File: config.mk
export PLATFORM = sky130hd
export DESIGN_NAME = i2c_regport
export DESIGN_NICKNAME = d
export VERILOG_FILES = /design/src/rtl/i2c_regport_pkg.sv /design/src/rtl/i2c_line_sync.sv /design/src/rtl/i2c_subaddr_ptr.sv /design/src/rtl/i2c_regport.sv
export SDC_FILE = /design/constraint.sdc
export NUM_CORES = 1
export LEC_CHECK = 0
export BUFFER_PORTS_ARGS = -buffer_cell sky130_fd_sc_hd__buf_2
export CAP_MARGIN = 20
export CORE_ASPECT_RATIO = 0.9
export CORE_UTILIZATION = 40
export CTS_BUF_LIST = sky130_fd_sc_hd__clkbuf_8 sky130_fd_sc_hd__clkbuf_16
export DETAILED_ROUTE_END_ITERATION = 10
export GPL_TIMING_DRIVEN = 0
export PLACE_DENSITY = 0.59
export SLEW_MARGIN = 25
export SYNTH_ARGS = -nofsm -noshare
export SYNTH_HDL_FRONTEND = slang
export SYNTH_SLANG_ARGS = --single-unit
File: constraint.sdc
create_clock -name clk -period 3.6 [get_ports clk]
set_input_delay 0.36 -clock clk [delete_from_list [all_inputs] [get_ports clk]]
set_output_delay 0.36 -clock clk [all_outputs]
set_load 0.005 [all_outputs]
File: src/rtl/i2c_regport_pkg.sv
// Shared constants and the transaction state type for the I2C register port.
package i2c_regport_pkg;

    localparam int DATA_W = 8;
    localparam logic [3:0] ADDR_FIXED_HI = 4'b0111;

    typedef enum logic [2:0] {
        ST_IDLE,
        ST_ADDR,
        ST_SUB,
        ST_WDATA,
        ST_RDATA,
        ST_IGNORE
    } port_state_t;

endpackage

File: src/rtl/i2c_line_sync.sv
// Brings SCL and SDA into the system clock domain through a flop chain and
// flags SCL edges plus start and stop conditions on the synchronized levels.
// Assumes the system clock is at least 8x the SCL rate; lines idle high.
module i2c_line_sync #(
    parameter int STAGES = 2
) (
    input  logic clk,
    input  logic rst_n,
    input  logic scl_in,
    input  logic sda_in,
    output logic scl_lvl,
    output logic sda_lvl,
    output logic scl_rise,
    output logic scl_fall,
    output logic start_det,
    output logic stop_det
);

    logic [STAGES:0] scl_pipe;
    logic [STAGES:0] sda_pipe;
    logic            scl_prev;
    logic            sda_prev;

    // Shift both lines through the synchronizer plus one history stage.
    always_ff @(posedge clk) begin
        if (!rst_n) begin
            scl_pipe <= '1;
            sda_pipe <= '1;
        end else begin
            scl_pipe <= {scl_pipe[STAGES-1:0], scl_in};
            sda_pipe <= {sda_pipe[STAGES-1:0], sda_in};
        end
    end

    // Decode edges and bus conditions from current and previous levels.
    always_comb begin
        scl_lvl   = scl_pipe[STAGES-1];
        sda_lvl   = sda_pipe[STAGES-1];
        scl_prev  = scl_pipe[STAGES];
        sda_prev  = sda_pipe[STAGES];
        scl_rise  = scl_lvl & ~scl_prev;
        scl_fall  = ~scl_lvl & scl_prev;
        start_det = scl_lvl & scl_prev & sda_prev & ~sda_lvl;
        stop_det  = scl_lvl & scl_prev & ~sda_prev & sda_lvl;
    end

    // a start can only be flagged while SCL stays high
    p_start_scl_high_r1: assert property (@(posedge clk) disable iff (!rst_n)
        start_det |-> $past(scl_lvl));

endmodule

File: src/rtl/i2c_subaddr_ptr.sv
// Sub-address pointer: loaded from the sub-address byte, stepped by one after
// each data byte, wrapping at the top of its range. Load wins over step.
module i2c_subaddr_ptr #(
    parameter int W = 8
) (
    input  logic         clk,
    input  logic         rst_n,
    input  logic         load,
    input  logic [W-1:0] load_val,
    input  logic         inc,
    output logic [W-1:0] ptr
);

    // Hold, load or advance the pointer.
    always_ff @(posedge clk) begin
        if (!rst_n)
            ptr <= '0;
        else if (load)
            ptr <= load_val;
        else if (inc)
            ptr <= ptr + 1'b1;
    end

    // a step moves the pointer by exactly one, wrapping at the top
    p_step_by_one_r6: assert property (@(posedge clk) disable iff (!rst_n)
        (inc && !load) |=> ptr == W'($past(ptr) + 1'b1));

    // pointer is otherwise untouched
    p_hold_r6: assert property (@(posedge clk) disable iff (!rst_n)
        (!inc && !load) |=> $stable(ptr));

endmodule

File: src/rtl/i2c_regport.sv
// I2C target giving a bus controller access to an external 8-bit register
// bank. Decodes 0111+strap addresses, takes a sub-address, then writes or
// reads a burst with an auto-stepping pointer. Drives SDA only low, and only
// while SCL is low. reg_rdata must be valid combinationally for reg_addr.
module i2c_regport
    import i2c_regport_pkg::*;
#(
    parameter int SYNC_STAGES = 2
) (
    input  logic              clk,
    input  logic              rst_n,
    input  logic              scl_in,
    input  logic              sda_in,
    input  logic [2:0]        strap_addr,
    output logic              sda_drive_low,
    output logic              reg_wr_en,
    output logic [DATA_W-1:0] reg_addr,
    output logic [DATA_W-1:0] reg_wdata,
    input  logic [DATA_W-1:0] reg_rdata
);

    localparam int CNT_W = $clog2(DATA_W + 2);
    localparam logic [CNT_W-1:0] BYTE_END = CNT_W'(DATA_W);
    localparam logic [CNT_W-1:0] ACK_END  = CNT_W'(DATA_W + 1);

    logic scl_lvl, sda_lvl, scl_rise, scl_fall, start_det, stop_det;

    port_state_t         state;
    logic [CNT_W-1:0]    bitcnt;
    logic [DATA_W-1:0]   shreg;
    logic [DATA_W-2:0]   tx;
    logic                sda_oe;
    logic                rw_q;
    logic                nack_q;
    logic                wr_en_q;
    logic [DATA_W-1:0]   wdata_q;
    logic                active;
    logic                ptr_load;
    logic                ptr_inc;
    logic [DATA_W-1:0]   ptr;

    i2c_line_sync #(.STAGES(SYNC_STAGES)) u_sync (
        .clk       (clk),
        .rst_n     (rst_n),
        .scl_in    (scl_in),
        .sda_in    (sda_in),
        .scl_lvl   (scl_lvl),
        .sda_lvl   (sda_lvl),
        .scl_rise  (scl_rise),
        .scl_fall  (scl_fall),
        .start_det (start_det),
        .stop_det  (stop_det)
    );

    // Pointer control: load at sub-address end, step after write or read byte.
    always_comb begin
        active   = (state != ST_IDLE) && (state != ST_IGNORE);
        ptr_load = scl_fall && (bitcnt == BYTE_END) && (state == ST_SUB);
        ptr_inc  = wr_en_q ||
                   (scl_fall && (bitcnt == BYTE_END) && (state == ST_RDATA));
    end

    i2c_subaddr_ptr #(.W(DATA_W)) u_ptr (
        .clk      (clk),
        .rst_n    (rst_n),
        .load     (ptr_load),
        .load_val (shreg),
        .inc      (ptr_inc),
        .ptr      (ptr)
    );

    // Bus transaction sequencer: bit counting, acknowledge and transmit.
    always_ff @(posedge clk) begin
        if (!rst_n) begin
            state   <= ST_IDLE;
            bitcnt  <= '0;
            shreg   <= '0;
            tx      <= '0;
            sda_oe  <= 1'b0;
            rw_q    <= 1'b0;
            nack_q  <= 1'b0;
            wr_en_q <= 1'b0;
            wdata_q <= '0;
        end else begin
            wr_en_q <= 1'b0;
            if (stop_det) begin
                state  <= ST_IDLE;
                sda_oe <= 1'b0;
                bitcnt <= '0;
            end else if (start_det) begin
                state  <= ST_ADDR;
                sda_oe <= 1'b0;
                bitcnt <= '0;
            end else if (scl_rise && active) begin
                if (bitcnt < BYTE_END)
                    shreg <= {shreg[DATA_W-2:0], sda_lvl};
                else
                    nack_q <= sda_lvl;
                bitcnt <= bitcnt + 1'b1;
            end else if (scl_fall && active) begin
                if (bitcnt == BYTE_END) begin
                    unique case (state)
                        ST_ADDR: begin
                            if (shreg[DATA_W-1:1] == {ADDR_FIXED_HI, strap_addr}) begin
                                sda_oe <= 1'b1;
                                rw_q   <= shreg[0];
                            end else begin
                                state  <= ST_IGNORE;
                            end
                        end
                        ST_SUB:   sda_oe <= 1'b1;
                        ST_WDATA: begin
                            sda_oe  <= 1'b1;
                            wr_en_q <= 1'b1;
                            wdata_q <= shreg;
                        end
                        default:  sda_oe <= 1'b0;
                    endcase
                end else if (bitcnt == ACK_END) begin
                    bitcnt <= '0;
                    unique case (state)
                        ST_ADDR: begin
                            if (rw_q) begin
                                state  <= ST_RDATA;
                                tx     <= reg_rdata[DATA_W-2:0];
                                sda_oe <= ~reg_rdata[DATA_W-1];
                            end else begin
                                state  <= ST_SUB;
                                sda_oe <= 1'b0;
                            end
                        end
                        ST_SUB: begin
                            state  <= ST_WDATA;
                            sda_oe <= 1'b0;
                        end
                        ST_RDATA: begin
                            if (nack_q) begin
                                state  <= ST_IGNORE;
                                sda_oe <= 1'b0;
                            end else begin
                                tx     <= reg_rdata[DATA_W-2:0];
                                sda_oe <= ~reg_rdata[DATA_W-1];
                            end
                        end
                        default: sda_oe <= 1'b0;
                    endcase
                end else if (bitcnt != '0 && state == ST_RDATA) begin
                    sda_oe <= ~tx[DATA_W-2];
                    tx     <= {tx[DATA_W-3:0], 1'b0};
                end
            end
        end
    end

    assign sda_drive_low = sda_oe;
    assign reg_wr_en     = wr_en_q;
    assign reg_addr      = ptr;
    assign reg_wdata     = wdata_q;

    // idle target never holds the data line
    p_idle_released_r1: assert property (@(posedge clk) disable iff (!rst_n)
        (state == ST_IDLE) |-> !sda_drive_low);

    // a deselected target stays silent on the bus and the register bus
    p_ignore_quiet_r3: assert property (@(posedge clk) disable iff (!rst_n)
        (state == ST_IGNORE) |-> (!sda_drive_low && !reg_wr_en));

    // each write strobe lasts a single cycle
    p_strobe_single_r5: assert property (@(posedge clk) disable iff (!rst_n)
        reg_wr_en |=> !reg_wr_en);

    // the write lands at the old pointer, which then steps by one
    p_step_after_write_r6: assert property (@(posedge clk) disable iff (!rst_n)
        reg_wr_en |=> reg_addr == DATA_W'($past(reg_addr) + 1'b1));

    // the SDA drive only moves while the synchronized SCL is low
    p_drive_scl_low_r10: assert property (@(posedge clk) disable iff (!rst_n)
        !$stable(sda_drive_low) |-> !scl_lvl);

endmodule

==> results of run 1 <==
[layout by cell type, fill, tap and decap left out, types with 3 or more instances in the layout]
cell type,instances
buf_2,36
o2111ai_1,3
or2_2,3
clkbuf_8,5
nor2b_1,3
dfxtp_1,48
nand4_1,4
o21ai_0,7
nor2_1,25
nand3_1,5
a21oi_1,11
or3_1,3
nand2_1,19
o32ai_1,6
nor3_1,6
o211ai_1,10
ha_1,4
nand2b_1,19
o31ai_1,4
inv_1,7
mux2i_1,29
clkbuf_1,7
xnor2_1,6
[registers in the layout, indices dropped and copies added (netlist names)]
signal / flops
bitcnt: 4
tx: 7
u_sync.sda_pipe: 3
u_ptr.ptr: 8
shreg: 8
sda_drive_low: 1
reg_wr_en: 1
u_sync.scl_pipe: 3
reg_wdata: 8
nack_q: 1
state: 3
rw_q: 1
[power breakdown]
| group | internal [mW] | leakage, nW | total (mW) | switching (mW) |
|---|---|---|---|---|
| sequential | 0.534 | 0.388 | 0.536 | 0.00247 |
| clock | 0.210 | 0.0548 | 0.406 | 0.196 |
| combinational | 0.0152 | 0.715 | 0.0409 | 0.0257 |
| total | 0.759 | 1.16 | 0.983 | 0.225 |
[worst max-delay path by stage]
stage,endpoint,slack (ns),cells after the start
after CTS,u_ptr.ptr[3],1.30,7
after detailed placement,u_ptr.ptr[4],1.32,7
after global placement,reg_wdata[2],1.29,6
final,u_ptr.ptr[2],1.26,7
after global routing,u_ptr.ptr[2],1.05,7
after floorplan,u_ptr.ptr[7],1.71,7
[area by class of cell]
type | count | area, sq um
buffer | 14 | 76.3
timing repair buffer | 32 | 160
fill | 576 | 2970
inverter | 8 | 30.0
clock buffer | 5 | 68.8
multi-input combinational | 200 | 1390
sequential | 48 | 961
clock inverter | 3 | 46.3
tap | 70 | 87.6
[metrics by stage]
| stage | utilization | worst slack (ns) | total power, mW | cell area (sq um) | hold slack (ns) |
|---|---|---|---|---|---|
| 4_1_cts | 0.487 | 1.30 | 0.993 | 2820 | 0.229 |
| 3_5_place_dp | 0.467 | 1.32 | 0.590 | 2710 | 0.395 |
| 5_1_grt | 0.487 | 1.05 | 1.02 | 2820 | 0.227 |
| 3_3_place_gp | 0.467 | 1.29 | 0.590 | 2710 | 0.388 |
| 6_report | 0.487 | 1.26 | 0.983 | 2820 | 0.235 |
| 2_1_floorplan | - | 1.71 | 0.573 | 2460 | 0.386 |
[worst max-delay path: stages (launching register included)]
cell and delay (ns):
dfxtp_1 0.41, inv_1 0.08, ha_1 0.30, and3b_1 0.27, a41oi_1 0.54, clkbuf_1 0.44
a21oi_1 0.08, o32ai_1 0.14
[kinds of logic (layout without fill, tap and decap cells)]
logic type               count (synthesis)  after routing  share of synthesized area
AND/OR/NAND/NOR                        100            100                      0.222
AO/OA/AOI/OAI                           58             58                      0.173
multiplexers                            30             30                      0.123
flip-flops                              48             48                      0.391
adder cells (fa/ha/maj)                  4              4                     0.0204
XOR/XNOR                                 8              8                     0.0285
buffers and inverters                   22             62                     0.0433
[metal layers]
metal | vias to the layer above | global-route usage
met5 | - | 0
met4 | 0 | 0.0424
met3 | 4 | 0.0314
met2 | 53 | 0.263
met1 | 951 | 0.277
li1 | 1067 | -
==> flow_metrics.tcl, run 1 <==
set metrics [dict create \
    drc 0 \
    numPortBuffers 32 \
    die_area_sq_um 6460 \
    cp-start-kind "flip-flop" \
    clock_skew_ns 0.00807 \
    fp-row-count 26 \
    required_ns 3.81 \
    wl_met1_mm 2.84 \
    yosys_warnings 0 \
    wl_per_cell_microns 14.5 \
    synth_ff_type "dfxtp_1" \
    rsz0062_at_grt "false" \
    drtPass1Iterations 7 \
    synth_largest_area_cell "dfxtp_1" \
    hpwl_mm 4.04 \
    grt_max_degree 17 \
    synth.area.top_cells "dfxtp_1, mux2i_1, nand2b_1, nor2_1, o211ai_1" \
    synth_common_cells "dfxtp_1, mux2i_1, nor2_1" \
    synthesis.instances 270 \
    core_area_sq_um 5790 \
    slew_viol_final 0 \
    fin_nets 328 \
    period_minus_slack_ns 2.34 \
    wirelength_mm 5.51 \
    cts_hold_buffers 0 \
    holdPathStages 2 \
    drt-initial-drc-count 227 \
    max_freq_ghz 0.427 \
    ys_types 54 \
    die_y_microns 76.4 \
    cts_buffers 5 \
    layout-area-overhead-vs-synth_pct 14.8 \
    clk_pin_slew_ns 0.10 \
    drt-vias-per-instance 5.46 \
    finalCritPeriodShare 0.650 \
    ys_ff_latch 48 \
    syn_avg_cell_area_sq_um 9.11 \
    grt_overflow 0 \
    status "complete, no violations" \
    cts_tree "done" \
    route.met2.wl_mm 2.36 \
    cp-end-kind "flip-flop" \
    setup_tns_ns 0 \
    crit_fanout 10 \
    p_leak_nw 1.16 \
    place_inst 372 \
    grt_use_total 0.182 \
    rrSetupSlack_ns 1.26 \
    post-cts-setup-buffers 0 \
    clockBufferDepth 2 \
    setup_viol 0 \
    worst_pin_slew_ns 0.822 \
    cts.sinks 48 \
    ant_nets 0 \
    crit_arrival_ns 2.55 \
    htree_levels 2 \
    drive_above_1_share 0.181 \
    clock_latency_ns 0.30 \
    worstSetupPathType "flip-flop to flip-flop" \
    hp-class "input port to flip-flop" \
    die_width_microns 84.6 \
    crit_start "bitcnt[0]" \
    cts.repair.resized 0 \
    r2r_cells 7 \
    wl_met3_microns 274 \
    gp_congestion 0.859 \
    n_antenna_cell 0 \
    stdcell_count 380 \
    r2r-start "bitcnt[0]" \
    reg2reg_to "u_ptr.ptr[2]" \
    hold_end "u_sync.sda_pipe[0]" \
    syn_nets 289 \
    max-slew-margin-rel 0.449 \
    min_from "sda_in" \
    yosysSeqAreaShare 0.391 \
    initial_core_util 0.425 \
    synth_edf_count 0 \
    hold_viol_final 0 \
    ys_async_sr_fraction 0 \
    highest_layer "met4" \
    cts_root_buf "clkbuf_8" \
    io_pins 33 \
    antenna_found_initial 0 \
    powerDensity_nw_per_um2 349 \
    cap_violations 0 \
    synth_top_area_share 0.391 \
    grt_first_pass_wirelength_mm 9.55 \
    grt_pass1_vias 1915 \
    synth.most_common_cell "dfxtp_1" \
    dr_total_vias 2075 \
    synthesis.area_sq_um 2460 \
    ir_worst_vdd_uv 227 \
]
No activity file was read; power rests on OpenSTA's default activity.
==> run 2: changes to the inputs <==
==> constraint.sdc (replaced) <==
create_clock -name clk -period 2.4 [get_ports clk]
set_input_delay 0.24 -clock clk [delete_from_list [all_inputs] [get_ports clk]]
set_output_delay 0.24 -clock clk [all_outputs]
set_load 0.005 [all_outputs]
==> run 2 against run 1 <==
Compared with the run above: highest routed layer unchanged; critical endpoint is now u_ptr.ptr[7]; largest cell class unchanged; maximum frequency rose by 6.8%; clock-buffer cell count did not move; clock power rose by 49%; global-route usage did not move; total power rose by 50%; core utilization rose by 0.32 points; via count rose by 0.87%; critical path type unchanged.
==> flow_metrics.tcl, run 2 (same netlist as run 1, synthesis figures left out) <==
set metrics [dict create \
    drt-initial-drc-count 250 \
    cp-end-kind "flip-flop" \
    n_antenna_cell 0 \
    placed_cell_area_sq_um 2710 \
    p_leak_nw 1.17 \
    wl_per_cell_microns 14.7 \
    fin_nets 328 \
    cp_slowest_cell "or3_1" \
    worst_pin_slew_ns 0.577 \
    grt_max_degree 17 \
    powerDensity_nw_per_um2 518 \
    layout-area-overhead-vs-synth_pct 15.5 \
    path_cells "inv_1 -> ha_1 -> nand4bb_2 -> or3_1 -> buf_2 -> mux2i_1 -> o32ai_1" \
    rsz0062_at_grt "false" \
    setup_tns_ns 0 \
    ir_worst_vdd_uv 340 \
    antenna_found_initial 0 \
    cp_top_family "simple AND/OR/NAND/NOR gates" \
    hold_viol_final 0 \
    clockBufferDepth 2 \
    numPortBuffers 32 \
    final_cell_mix "dfxtp_1, buf_2, mux2i_1" \
    grt_overflow 0 \
    drc 0 \
    die_y_microns 76.4 \
    max-slew-margin-rel 0.611 \
    die_area_sq_um 6460 \
    worstSetupPathType "flip-flop to flip-flop" \
    clock_skew_ns 0.00781 \
    drt-vias-per-instance 5.51 \
    cts_hold_buffers 0 \
    io_pins 33 \
    dr_total_vias 2093 \
    period_minus_slack_ns 2.19 \
    p_total_mw 1.47 \
    slew_viol_final 0 \
    finalCritPeriodShare 0.913 \
    grt_pass1_vias 1915 \
    cts_buffers 5 \
    die_width_microns 84.6 \
    cp_num_buf_inv 2 \
    crit_fanout 10 \
    design_area_sq_um 2840 \
    status "complete, no violations" \
    core_area_sq_um 5790 \
    cts_root_buf "clkbuf_8" \
    hp-class "input port to flip-flop" \
    drtPass1Iterations 6 \
    clock_latency_ns 0.30 \
    cpPeakStageDelay_ns 0.43 \
    cp-start-kind "flip-flop" \
    ant_nets 0 \
    drive_above_1_share 0.187 \
    grt_use_total 0.182 \
    htree_levels 2 \
    postLayoutCoreUtil 0.490 \
    required_ns 2.61 \
    grt_first_pass_wirelength_mm 9.55 \
    cts_tree "done" \
    max_freq_ghz 0.457 \
    cts.sinks 48 \
    initial_core_util 0.425 \
    fp-row-count 26 \
    rrSetupSlack_ns 0.21 \
    clk_pin_slew_ns 0.10 \
    crit_arrival_ns 2.40 \
    hpwl_mm 4.04 \
    gp_congestion 0.859 \
    cap_violations 0 \
    setup_viol 0 \
    wirelength_mm 5.57 \
    layout_commonest_cell "dfxtp_1" \
]
[run 2: cell counts in the layout (fill, tap and decap cells not counted)]
No cell type changed its count.
[run 2: final cells by class]
class                   instances  area (sq um)
multi-input cells             200          1410
fillers                       572          2950
repair buffers                 32           160
inverters                       8          30.0
clock buffers                   5          68.8
flip-flops and latches         48           961
plain buffers                  14          76.3
clock inverters                 3          46.3
well taps                      70          87.6
[run 2: worst paths after layout]
| path | from | end | cells past startpoint |
|---|---|---|---|
| setup / recovery | bitcnt[0] | u_ptr.ptr[7] | 7 |
| hold / removal | sda_in | u_sync.sda_pipe[0] | 2 |
| setup reg to reg | bitcnt[0] | u_ptr.ptr[7] | 7 |
| hold reg to reg | u_sync.scl_pipe[0] | u_sync.scl_pipe[1] | 1 |
[run 2: layer usage]
layer / vias to the layer above / track usage / part of all wire
met5: - / 0 / 0
met4: 0 / 0.0424 / 0.0038
met3: 2 / 0.0314 / 0.040
met2: 53 / 0.263 / 0.43
met1: 973 / 0.277 / 0.53
li1: 1065 / - / -
[run 2: report_power, final]
part / total (mW) / leakage, nW / switching, mW / internal, mW
Sequential: 0.804 / 0.388 / 0.00371 / 0.801
Combinational: 0.0621 / 0.730 / 0.0393 / 0.0228
Clock: 0.605 / 0.0548 / 0.291 / 0.314
Total: 1.47 / 1.17 / 0.334 / 1.14
[run 2: what timing repair did]
action / 4_1_cts / 5_1_grt
gates resized for setup: 0 / 3
buffers inserted: 0 / 0
hold endpoints to repair: 0 / 0
endpoints found under the setup margin: 0 / 15
[run 2: metrics by stage]
step | hold slack, ns | std cells | worst slack, ns
floorplan | 0.341 | 270 | 0.507
global placement | 0.388 | 372 | 0.0877
detailed placement | 0.395 | 372 | 0.121
CTS | 0.109 | 380 | 0.0972
global route | 0.107 | 380 | 0.0408
finish | 0.118 | 380 | 0.210
